===== config.mk =====
export PLATFORM = sky130hd
export DESIGN_NAME = boot_cmd_engine
export DESIGN_NICKNAME = d
export VERILOG_FILES = /design/src/rtl/boot_pkg.sv /design/src/rtl/boot_entry_timer.sv /design/src/rtl/boot_wbuf.sv /design/src/rtl/boot_cmd_engine.sv
export SDC_FILE = /design/constraint.sdc
export NUM_CORES = 2
export LEC_CHECK = 0
export BUFFER_PORTS_ARGS = -buffer_cell sky130_fd_sc_hd__buf_2
export CELL_PAD_IN_SITES_DETAIL_PLACEMENT = 1
export CELL_PAD_IN_SITES_GLOBAL_PLACEMENT = 2
export CORE_MARGIN = 5
export CORE_UTILIZATION = 45
export CTS_CLUSTER_SIZE = 30
export DETAILED_ROUTE_END_ITERATION = 12
export GPL_TIMING_DRIVEN = 0
export PLACE_DENSITY = 0.81
export SLEW_MARGIN = 20
export SYNTH_ARGS = -nofsm -noshare
export SYNTH_HDL_FRONTEND = slang
export SYNTH_SLANG_ARGS = --single-unit

===== constraint.sdc =====
create_clock -name clk -period 2.5 [get_ports clk]
set_clock_uncertainty 0.15 [all_clocks]
set_input_delay 0.5 -clock clk [delete_from_list [all_inputs] [get_ports clk]]
set_output_delay 0.5 -clock clk [all_outputs]
set_load 0.02 [all_outputs]

===== src/rtl/boot_pkg.sv =====
package boot_pkg;

  typedef enum logic [3:0] {
    ST_HELLO, ST_WAIT, ST_ACK, ST_CMD, ST_AH, ST_AL, ST_LEN, ST_DATA,
    ST_JOB, ST_BUSY, ST_RD, ST_RDW, ST_RTX, ST_ID, ST_DEAD
  } state_t;

  typedef enum logic [1:0] {
    K_ERASE, K_WRITE, K_READ
  } kind_t;

  // Identification byte i is an ascending run from a base value.
  function automatic logic [7:0] id_char(input logic [7:0] base, input int unsigned i);
    return base + 8'(i);
  endfunction

endpackage


===== src/rtl/boot_entry_timer.sv =====
module boot_entry_timer #(
  parameter int unsigned LIMIT = 5_000_000
) (
  input  logic clk,
  input  logic rst,
  input  logic run,
  output logic expired
);
  localparam int unsigned CW = $clog2(LIMIT + 1);

  logic [CW-1:0] cnt;

  always_ff @(posedge clk) begin
    if (rst || !run) cnt <= '0;
    else             cnt <= cnt + 1'b1;
  end

  assign expired = run && (cnt == CW'(LIMIT - 1));
endmodule


===== src/rtl/boot_wbuf.sv =====
module boot_wbuf #(
  parameter int unsigned AW = 8,
  parameter int unsigned DW = 8
) (
  input  logic          clk,
  input  logic          we,
  input  logic [AW-1:0] waddr,
  input  logic [DW-1:0] wdata,
  input  logic [AW-1:0] raddr,
  output logic [DW-1:0] rdata
);
  localparam int unsigned DEPTH = 1 << AW;

  logic [DW-1:0] mem [DEPTH];

  always_ff @(posedge clk) begin
    if (we) mem[waddr] <= wdata;
    rdata <= mem[raddr];
  end
endmodule


===== src/rtl/boot_cmd_engine.sv =====
module boot_cmd_engine
  import boot_pkg::*;
#(
  parameter int unsigned ENTRY_WAIT = 5_000_000,
  parameter int unsigned ID_LEN     = 8,
  parameter int unsigned LEN_W      = 8,
  parameter bit          READ_EN    = 1'b1,
  parameter logic [7:0]  CODE_ACK   = 8'hFC,
  parameter logic [7:0]  CODE_ERASE = 8'h45,
  parameter logic [7:0]  CODE_WRITE = 8'h57,
  parameter logic [7:0]  CODE_IDENT = 8'h49,
  parameter logic [7:0]  CODE_READ  = 8'h52,
  parameter logic [7:0]  ID_BASE    = 8'h30,
  parameter logic [15:0] BANK_SPLIT = 16'h8000
) (
  input  logic             clk,
  input  logic             rst,
  input  logic             rx_valid,
  input  logic [7:0]       rx_data,
  output logic             rx_ready,
  output logic             tx_valid,
  output logic [7:0]       tx_data,
  input  logic             tx_ready,
  output logic             job_start,
  output logic             job_erase,
  output logic [15:0]      job_addr,
  output logic [LEN_W:0]   job_len,
  output logic             job_bank_low,
  input  logic             job_done,
  input  logic [LEN_W-1:0] buf_raddr,
  output logic [7:0]       buf_rdata,
  output logic             mem_rd,
  output logic [15:0]      mem_addr,
  input  logic [7:0]       mem_rdata,
  output logic             reset_req
);
  localparam int unsigned CW    = LEN_W + 1;
  localparam int unsigned IW    = $clog2(ID_LEN + 1);
  localparam int unsigned DEPTH = 1 << LEN_W;

  state_t           state;
  kind_t            kind;
  logic [7:0]       tx_byte;
  logic [15:0]      addr, ptr;
  logic [CW-1:0]    len_q, cnt;
  logic [LEN_W-1:0] widx;
  logic [IW-1:0]    idx;
  logic             rx_take, tx_take, expired, read_hit, buf_we;
  logic [CW-1:0]    len_in;

  assign rx_ready = (state == ST_WAIT) || (state == ST_CMD) || (state == ST_AH) ||
                    (state == ST_AL) || (state == ST_LEN) || (state == ST_DATA);
  assign tx_valid = (state == ST_HELLO) || (state == ST_ACK) ||
                    (state == ST_ID) || (state == ST_RTX);
  assign rx_take  = rx_valid && rx_ready;
  assign tx_take  = tx_valid && tx_ready;
  assign tx_data  = tx_byte;

  assign job_start    = (state == ST_JOB);
  assign job_erase    = (kind == K_ERASE);
  assign job_addr     = addr;
  assign job_len      = len_q;
  assign job_bank_low = (addr < BANK_SPLIT);
  assign mem_rd       = (state == ST_RD);
  assign mem_addr     = ptr;
  assign reset_req    = (state == ST_DEAD);

  // A zero length field stands for a full buffer.
  assign len_in = (rx_data[LEN_W-1:0] == '0) ? CW'(DEPTH) : {1'b0, rx_data[LEN_W-1:0]};

  generate
    if (READ_EN) begin : g_read
      assign read_hit = (rx_data == CODE_READ);
    end else begin : g_noread
      assign read_hit = 1'b0;
    end
  endgenerate

  boot_entry_timer #(.LIMIT(ENTRY_WAIT)) u_timer (
    .clk(clk), .rst(rst), .run(state == ST_WAIT), .expired(expired)
  );

  assign buf_we = (state == ST_DATA) && rx_take;

  boot_wbuf #(.AW(LEN_W), .DW(8)) u_buf (
    .clk(clk), .we(buf_we), .waddr(widx), .wdata(rx_data),
    .raddr(buf_raddr), .rdata(buf_rdata)
  );

  always_ff @(posedge clk) begin
    if (rst) begin
      state   <= ST_HELLO;
      kind    <= K_ERASE;
      tx_byte <= CODE_ACK;
      addr    <= '0;
      ptr     <= '0;
      len_q   <= '0;
      cnt     <= '0;
      widx    <= '0;
      idx     <= '0;
    end else begin
      case (state)
        ST_HELLO: if (tx_take) state <= ST_WAIT;
        ST_WAIT: begin
          if (rx_take) begin
            state   <= (rx_data == CODE_ACK) ? ST_ACK : ST_DEAD;
            tx_byte <= CODE_ACK;
          end else if (expired) begin
            state <= ST_DEAD;
          end
        end
        ST_ACK: if (tx_take) state <= ST_CMD;
        ST_CMD: begin
          if (rx_take) begin
            if (rx_data == CODE_ERASE) begin
              kind <= K_ERASE; state <= ST_AH;
            end else if (rx_data == CODE_WRITE) begin
              kind <= K_WRITE; state <= ST_AH;
            end else if (read_hit) begin
              kind <= K_READ; state <= ST_AH;
            end else if (rx_data == CODE_IDENT) begin
              idx     <= '0;
              tx_byte <= id_char(ID_BASE, 0);
              state   <= ST_ID;
            end else begin
              state <= ST_DEAD;
            end
          end
        end
        ST_AH: if (rx_take) begin
          addr[15:8] <= rx_data;
          state      <= ST_AL;
        end
        ST_AL: if (rx_take) begin
          addr[7:0] <= rx_data;
          state     <= (kind == K_ERASE) ? ST_JOB : ST_LEN;
        end
        ST_LEN: if (rx_take) begin
          len_q <= len_in;
          cnt   <= len_in;
          widx  <= '0;
          ptr   <= addr;
          state <= (kind == K_WRITE) ? ST_DATA : ST_RD;
        end
        ST_DATA: if (rx_take) begin
          widx <= widx + 1'b1;
          cnt  <= cnt - 1'b1;
          if (cnt == CW'(1)) state <= ST_JOB;
        end
        ST_JOB:  state <= ST_BUSY;
        ST_BUSY: if (job_done) begin
          tx_byte <= CODE_ACK;
          state   <= ST_ACK;
        end
        ST_RD:  state <= ST_RDW;
        ST_RDW: begin
          tx_byte <= mem_rdata;
          state   <= ST_RTX;
        end
        ST_RTX: if (tx_take) begin
          ptr   <= ptr + 1'b1;
          cnt   <= cnt - 1'b1;
          state <= (cnt == CW'(1)) ? ST_CMD : ST_RD;
        end
        ST_ID: if (tx_take) begin
          if (idx == IW'(ID_LEN - 1)) begin
            state <= ST_CMD;
          end else begin
            idx     <= idx + 1'b1;
            tx_byte <= id_char(ID_BASE, int'(idx) + 1);
          end
        end
        default: state <= ST_DEAD;
      endcase
    end
  end
endmodule


# After elaboration in Yosys (flattened, before gate mapping)
# Memories as Yosys holds them, arrays and structs flattened. A register that Yosys moved wholly into a read port is not among the register bits.
# Index checks and enable logic that the tools add are counted.
# totals
register_bits	99
latch_bits	0
ram_bits	2048
rom_bits	0
n_memories	1
# classes
n_addsub	7
mul	0
n_div	0
magnitude_cmp	1
eq_ne	42
n_shift	0
mux	57
bitwise	0
n_reduce_logical	33
# mem_list
name	words	word_bits	read_ports	rd_clocked_by_memory_dff	wr	line	text
u_buf.mem	256	8	1	1	1	boot_wbuf.sv:14	logic [DW-1:0] mem [DEPTH];
# ops
operator	count
4-bit two-way mux	28
8-bit two-way mux	11
4-bit case mux with 14 select lines	1
8-bit case mux with 5 select lines	1
9-bit two-way mux	4
8-bit by 7-bit equality test with 1-bit output, second input constant	4
16-bit two-way mux	2
16-bit case mux with 2 select lines	1
2-bit inequality test, second input constant	15
4-bit equality test, second input constant	7
9-bit case mux with 3 select lines	1
23-bit by 1-bit adder with 23-bit output, second input constant	1
23-bit equality test, second input constant	1
4-bit by 3-bit equality test with 1-bit output, second input constant	5
16-bit by 1-bit adder with 16-bit output, second input constant	1
16-bit < comparator, second input constant	1
8-bit case mux with 2 select lines	1
13-bit AND reduction	1
10-bit AND reduction	1
9-bit by 1-bit equality test with 1-bit output, second input constant	1
1-bit logical OR	9
3-bit AND reduction	3
9-bit by 1-bit subtractor with 9-bit output, second input constant	1
8-bit by 1-bit adder with 8-bit output, second input constant	1
other kinds (23)	38

# Longest topological paths before layout
# logic_depth
ltp_word	10
depth_mapped	12
mapped_depth_nobuf	7

# Cells and area by module
# Synthesis repeated with hierarchy kept, for this count alone.
# unflattened
hier_cells	4395
hier_area_um2	84955.2
# modules_own_cells
mod	n_inst	cells_each	area_each_um2	seq_area_each_um2
boot_wbuf	1	3733	79556.3	61659.1
boot_cmd_engine	1	536	4294.1	1521.5
boot_entry_timer	1	126	1104.8	460.4

# Worst setup path after synthesis
# No wires, ideal clock.
# synth_path
kind	input -> register
startpoint	in rx_valid
endpoint	mem u_buf.mem[160][0] (enable)
setup_time_ns	0.370
arrival_ns	2.137
t_required_ns	1.980
path_slack_ns	-0.158
stages	8
path_buffers	3
path_cell_list	clkbuf_1 and2_1 clkbuf_1 nand2_1 nor2_1 nand2_1 clkbuf_1 nor2_1
# synth_via
elab_chain_cells	4
# synth_lines
item	line	text
from (decl)	boot_cmd_engine.sv:18	input logic rx_valid,
1-bit logical AND	boot_cmd_engine.sv:55	assign rx_take = rx_valid && rx_ready;
1-bit logical AND	boot_cmd_engine.sv:83	assign buf_we = (state == ST_DATA) && rx_take;
1-bit two-way mux	boot_wbuf.sv:17	if (we) mem[waddr] <= wdata;
1-bit two-way mux (not written as such)	boot_wbuf.sv:17	
to (decl)	boot_wbuf.sv:14	
# Every way passes these cells.

==> run_summary.xml <==
<?xml version="1.0" encoding="UTF-8"?>
<metrics>
  <group name="sta">
    <metric name="rsz0062_at_grt" unit="">yes</metric>
    <metric name="fin_tns_setup" unit="ps">-5420</metric>
    <metric name="finalSetupViolCount" unit="">160</metric>
    <metric name="tightest_slew" unit="ps">990</metric>
    <metric name="time_the_worst_path_needs_with_i_o_delays_and_setup" unit="ps">3030</metric>
    <metric name="worst_slack" unit="ps">-533</metric>
    <metric name="slew_violations" unit="">0</metric>
    <metric name="final_min_period_over_clock_period" unit="">1.21</metric>
    <metric name="timing.fmax" unit="GHz">0.330</metric>
    <metric name="max_slew_margin" unit="">0.337</metric>
    <metric name="hold_violations" unit="">0</metric>
  </group>
  <group name="synth">
    <metric name="synth_commonest_cells" unit="">edfxtp_1 (2048), mux4_2 (485), nor2_1 (385)</metric>
    <metric name="netlist_area" unit="sq mm">0.0848</metric>
    <metric name="synth.net_count" unit="">4344</metric>
    <metric name="yosysMostFrequentCell" unit="">edfxtp_1</metric>
    <metric name="warnings_synthesis" unit="">0</metric>
    <metric name="portion_of_the_post_synthesis_area_used_by_sequential_elements" unit="">0.751</metric>
    <metric name="synth_top_cells_by_area" unit="">edfxtp_1 (73%), mux4_2 (13%), dfxtp_1 (2.5%)</metric>
    <metric name="synth_edf_count" unit="">2048</metric>
    <metric name="mean_syn_cell_area" unit="sq um">19.7</metric>
    <metric name="synthFlopType" unit="">edfxtp_1</metric>
    <metric name="async_sr_flop_fraction" unit="">0</metric>
    <metric name="postSynthCellCount" unit="">4306</metric>
    <metric name="post_synth_num_cell_types" unit="">72</metric>
    <metric name="yosys.area.top_type_share" unit="">0.726</metric>
    <metric name="synth-seq-cells" unit="">2155</metric>
    <metric name="synth.largest_area_cell" unit="">edfxtp_1</metric>
  </group>
  <group name="hold_path">
    <metric name="worstHoldPathType" unit="">input pin to register</metric>
    <metric name="hold_crit_start" unit="">rx_data[2]</metric>
    <metric name="hold_path_depth" unit="">2</metric>
    <metric name="whs_endpoint" unit="">u_buf.mem[212][2]</metric>
  </group>
  <group name="detailed_routing">
    <metric name="initialDrtViolationCount" unit="">9684</metric>
    <metric name="detail_route.vias_per_cell" unit="">7.06</metric>
    <metric name="routedWlPerCell" unit="microns">45.6</metric>
    <metric name="drcViolationCount" unit="">0</metric>
    <metric name="detailed_route_wire_length" unit="microns">348000</metric>
    <metric name="drt_first_pass_iters" unit="">8</metric>
    <metric name="antenna_viol_nets_final" unit="">0</metric>
    <metric name="vias" unit="">53900</metric>
  </group>
  <group name="clock_tree">
    <metric name="insertion_delay" unit="ps">910</metric>
    <metric name="cts_root_buf" unit="">clkbuf_16</metric>
    <metric name="ctsHtreeMaxLevel" unit="">4</metric>
    <metric name="tritoncts" unit="">built</metric>
    <metric name="cts_max_path_bufs" unit="">3</metric>
    <metric name="clock_sinks" unit="">2155</metric>
    <metric name="clock_edge_transition_at_the_registers_on_the_reported_setup_and_hold_paths" unit="ps">70</metric>
    <metric name="number_of_buffers_added_by_the_clock_tree_synthesis_step" unit="">215</metric>
  </group>
  <group name="grt">
    <metric name="grt_first_pass_wirelength" unit="microns">442000</metric>
    <metric name="overflow" unit="">0</metric>
    <metric name="grt_antenna_before_repair" unit="">20</metric>
    <metric name="grt_pass1_vias" unit="">51100</metric>
    <metric name="grt_util_all_layers" unit="">0.328</metric>
    <metric name="grt_max_degree" unit="">125</metric>
  </group>
  <group name="setup_path">
    <metric name="required" unit="ps">3070</metric>
    <metric name="startpoint_type" unit="">input pin</metric>
    <metric name="regToRegStartpoint" unit="">u_buf.mem[71][6]</metric>
    <metric name="ff2ff_setup_slack" unit="ps">-340</metric>
    <metric name="crit_reg_reg_endpoint" unit="">u_buf.rdata[6]</metric>
    <metric name="timing.critical_path.from" unit="">buf_raddr[4]</metric>
    <metric name="worst_setup_path_end_kind" unit="">register</metric>
    <metric name="crit_path_max_fanout" unit="">10</metric>
    <metric name="timing.critical_path.arrival" unit="ps">3610</metric>
    <metric name="setup.worst_path.class" unit="">input pin to register</metric>
    <metric name="reg2reg_depth" unit="">6</metric>
  </group>
  <group name="status">
    <metric name="failed_checks" unit="">setup timing</metric>
    <metric name="outcome" unit="">finished with violations</metric>
  </group>
  <group name="placement">
    <metric name="gp_congestion" unit="">0.927</metric>
    <metric name="placed_cell_area" unit="sq mm">0.0895</metric>
    <metric name="port_buffers" unit="">86</metric>
    <metric name="detailedPlace.worstSlack" unit="ps">-3430</metric>
    <metric name="post-dp-hpwl" unit="microns">200000</metric>
  </group>
  <group name="pwr">
    <metric name="static-leakage-power" unit="nW">33.4</metric>
    <metric name="pwr_density_cell" unit="mW/mm^2">759</metric>
    <metric name="post-layout-total-power" unit="W">0.0800</metric>
    <metric name="vdd.ir_drop.worst" unit="mV">0.644</metric>
  </group>
  <group name="floorplan">
    <metric name="design.core.area" unit="sq mm">0.188</metric>
    <metric name="fp.dieW" unit="microns">444</metric>
    <metric name="die_h" unit="microns">444</metric>
    <metric name="boundaryPins" unit="">93</metric>
    <metric name="design.die.area" unit="sq mm">0.197</metric>
    <metric name="floorplan.rows" unit="">159</metric>
    <metric name="initial_core_util" unit="">0.452</metric>
  </group>
  <group name="flow_run">
    <metric name="maxCapViolations" unit="">0</metric>
  </group>
  <group name="final_layout">
    <metric name="layout.nets" unit="">4992</metric>
    <metric name="area_growth" unit="%">24.3</metric>
    <metric name="fillers" unit="">16100</metric>
    <metric name="post_route_cells_drive_above_1_share" unit="">0.373</metric>
    <metric name="final_design_area_no_fill" unit="sq mm">0.105</metric>
  </group>
</metrics>
worst max-delay path by stage:
stage | depth (start not counted) | to | slack, ps
floorplan | 8 | u_buf.mem[153][0] | -140
global placement | 8 | tx_data[6] | -4060
detailed placement | 9 | u_buf.rdata[0] | -3430
CTS | 5 | u_buf.rdata[3] | -230
global route | 11 | u_buf.rdata[4] | -400
finish | 8 | u_buf.rdata[4] | -530
timing repair:
item | 4_1_cts | 5_1_grt
endpoints found under the setup margin | 2107 | 1685
cloned | 6 | 7
resized for setup | 1010 | 203
pin swaps | 125 | 81
hold buffers | 26 | 0
setup buffers | 189 | 96
endpoints found under the hold margin | 457 | 0
cell usage in the layout, fill, tap and decap left out, types with 20 or more instances in the layout:
cell type | synthesis | final
a21oi_1 | 102 | 91
buf_6 | 21 | 37
dlygate4sd3_1 | 0 | 20
a22oi_1 | 48 | 43
nor2_4 | 0 | 238
mux2i_1 | 164 | 161
buf_2 | 42 | 81
buf_12 | 8 | 150
o21ai_0 | 60 | 48
clkbuf_1 | 128 | 74
nor2_2 | 0 | 33
nand2_1 | 118 | 82
dfxtp_1 | 107 | 100
clkinv_2 | 0 | 36
nand3_1 | 43 | 39
clkbuf_16 | 0 | 242
o22ai_1 | 35 | 30
mux4_2 | 485 | 485
nor2_1 | 385 | 114
buf_4 | 31 | 193
clkbuf_8 | 0 | 24
buf_8 | 16 | 43
clkbuf_2 | 0 | 29
a22o_1 | 30 | 29
o221ai_1 | 40 | 28
nor3_1 | 34 | 22
clkinv_1 | 1 | 52
buf_16 | 0 | 48
edfxtp_1 | 2048 | 2048
registers in the layout, indices dropped and copies added, names as in the netlist, 4 cells and up:
register / flops
idx: 4
widx: 8
u_timer.cnt: 23
u_buf.mem: 2048
tx_data: 8
job_len: 9
mem_addr: 16
job_addr: 16
cnt: 9
u_buf.rdata: 8
state: 4
layout make-up:
type                       instances  area (sq um)  area share
antenna                           15          37.5    0.000356
buffer                           255          3290      0.0313
clock buffer                     271          5720      0.0542
clock inverter                   122          1060      0.0101
inverter                          18          75.1    0.000712
multi-input combinational       1873         23000       0.219
sequential                      2155         63700       0.604
tap                             2495          3120      0.0296
timing repair buffer             436          5390      0.0512
metrics by stage:
step	hold WS, ps	std cells	utilization
floorplan	291	4306	-
global placement	294	6887	0.473
detailed placement	298	6913	0.477
CTS	13.5	7523	0.550
global route	27.7	7626	0.562
finish	30.5	7640	0.562
layer usage:
metal,vias to the layer above,track usage,routed length [microns]
li1,19100,-,-
met1,27700,0.402,112000
met2,5660,0.476,150000
met3,1471,0.133,54700
met4,18,0.224,32300
met5,-,0,262
worst max-delay path, stage by stage:
cell and delay [ps]:
clkbuf_2 340, clkdlybuf4s15_2 560, nor2_2 490, clkbuf_2 580, nand2_1 190, o21ai_2 220, nor4_4 110, nor3_4 560
cell families after synthesis:
| family | after synthesis | share of synthesized area |
|---|---|---|
| flops | 2155 | 0.751 |
| buf+inv | 278 | 0.0198 |
| mux | 657 | 0.149 |
| compound gates | 469 | 0.0386 |
| fa+ha+maj | 9 | 0.00133 |
| simple gates | 715 | 0.0378 |
| xor+xnor | 23 | 0.00238 |
report_power, final:
group	total (W)	switching, W	internal [W]
Sequential	0.0398	0.000141	0.0396
Combinational	0.00755	0.00488	0.00267
Clock	0.0327	0.0149	0.0179
No activity file was read; power rests on OpenSTA's default activity.
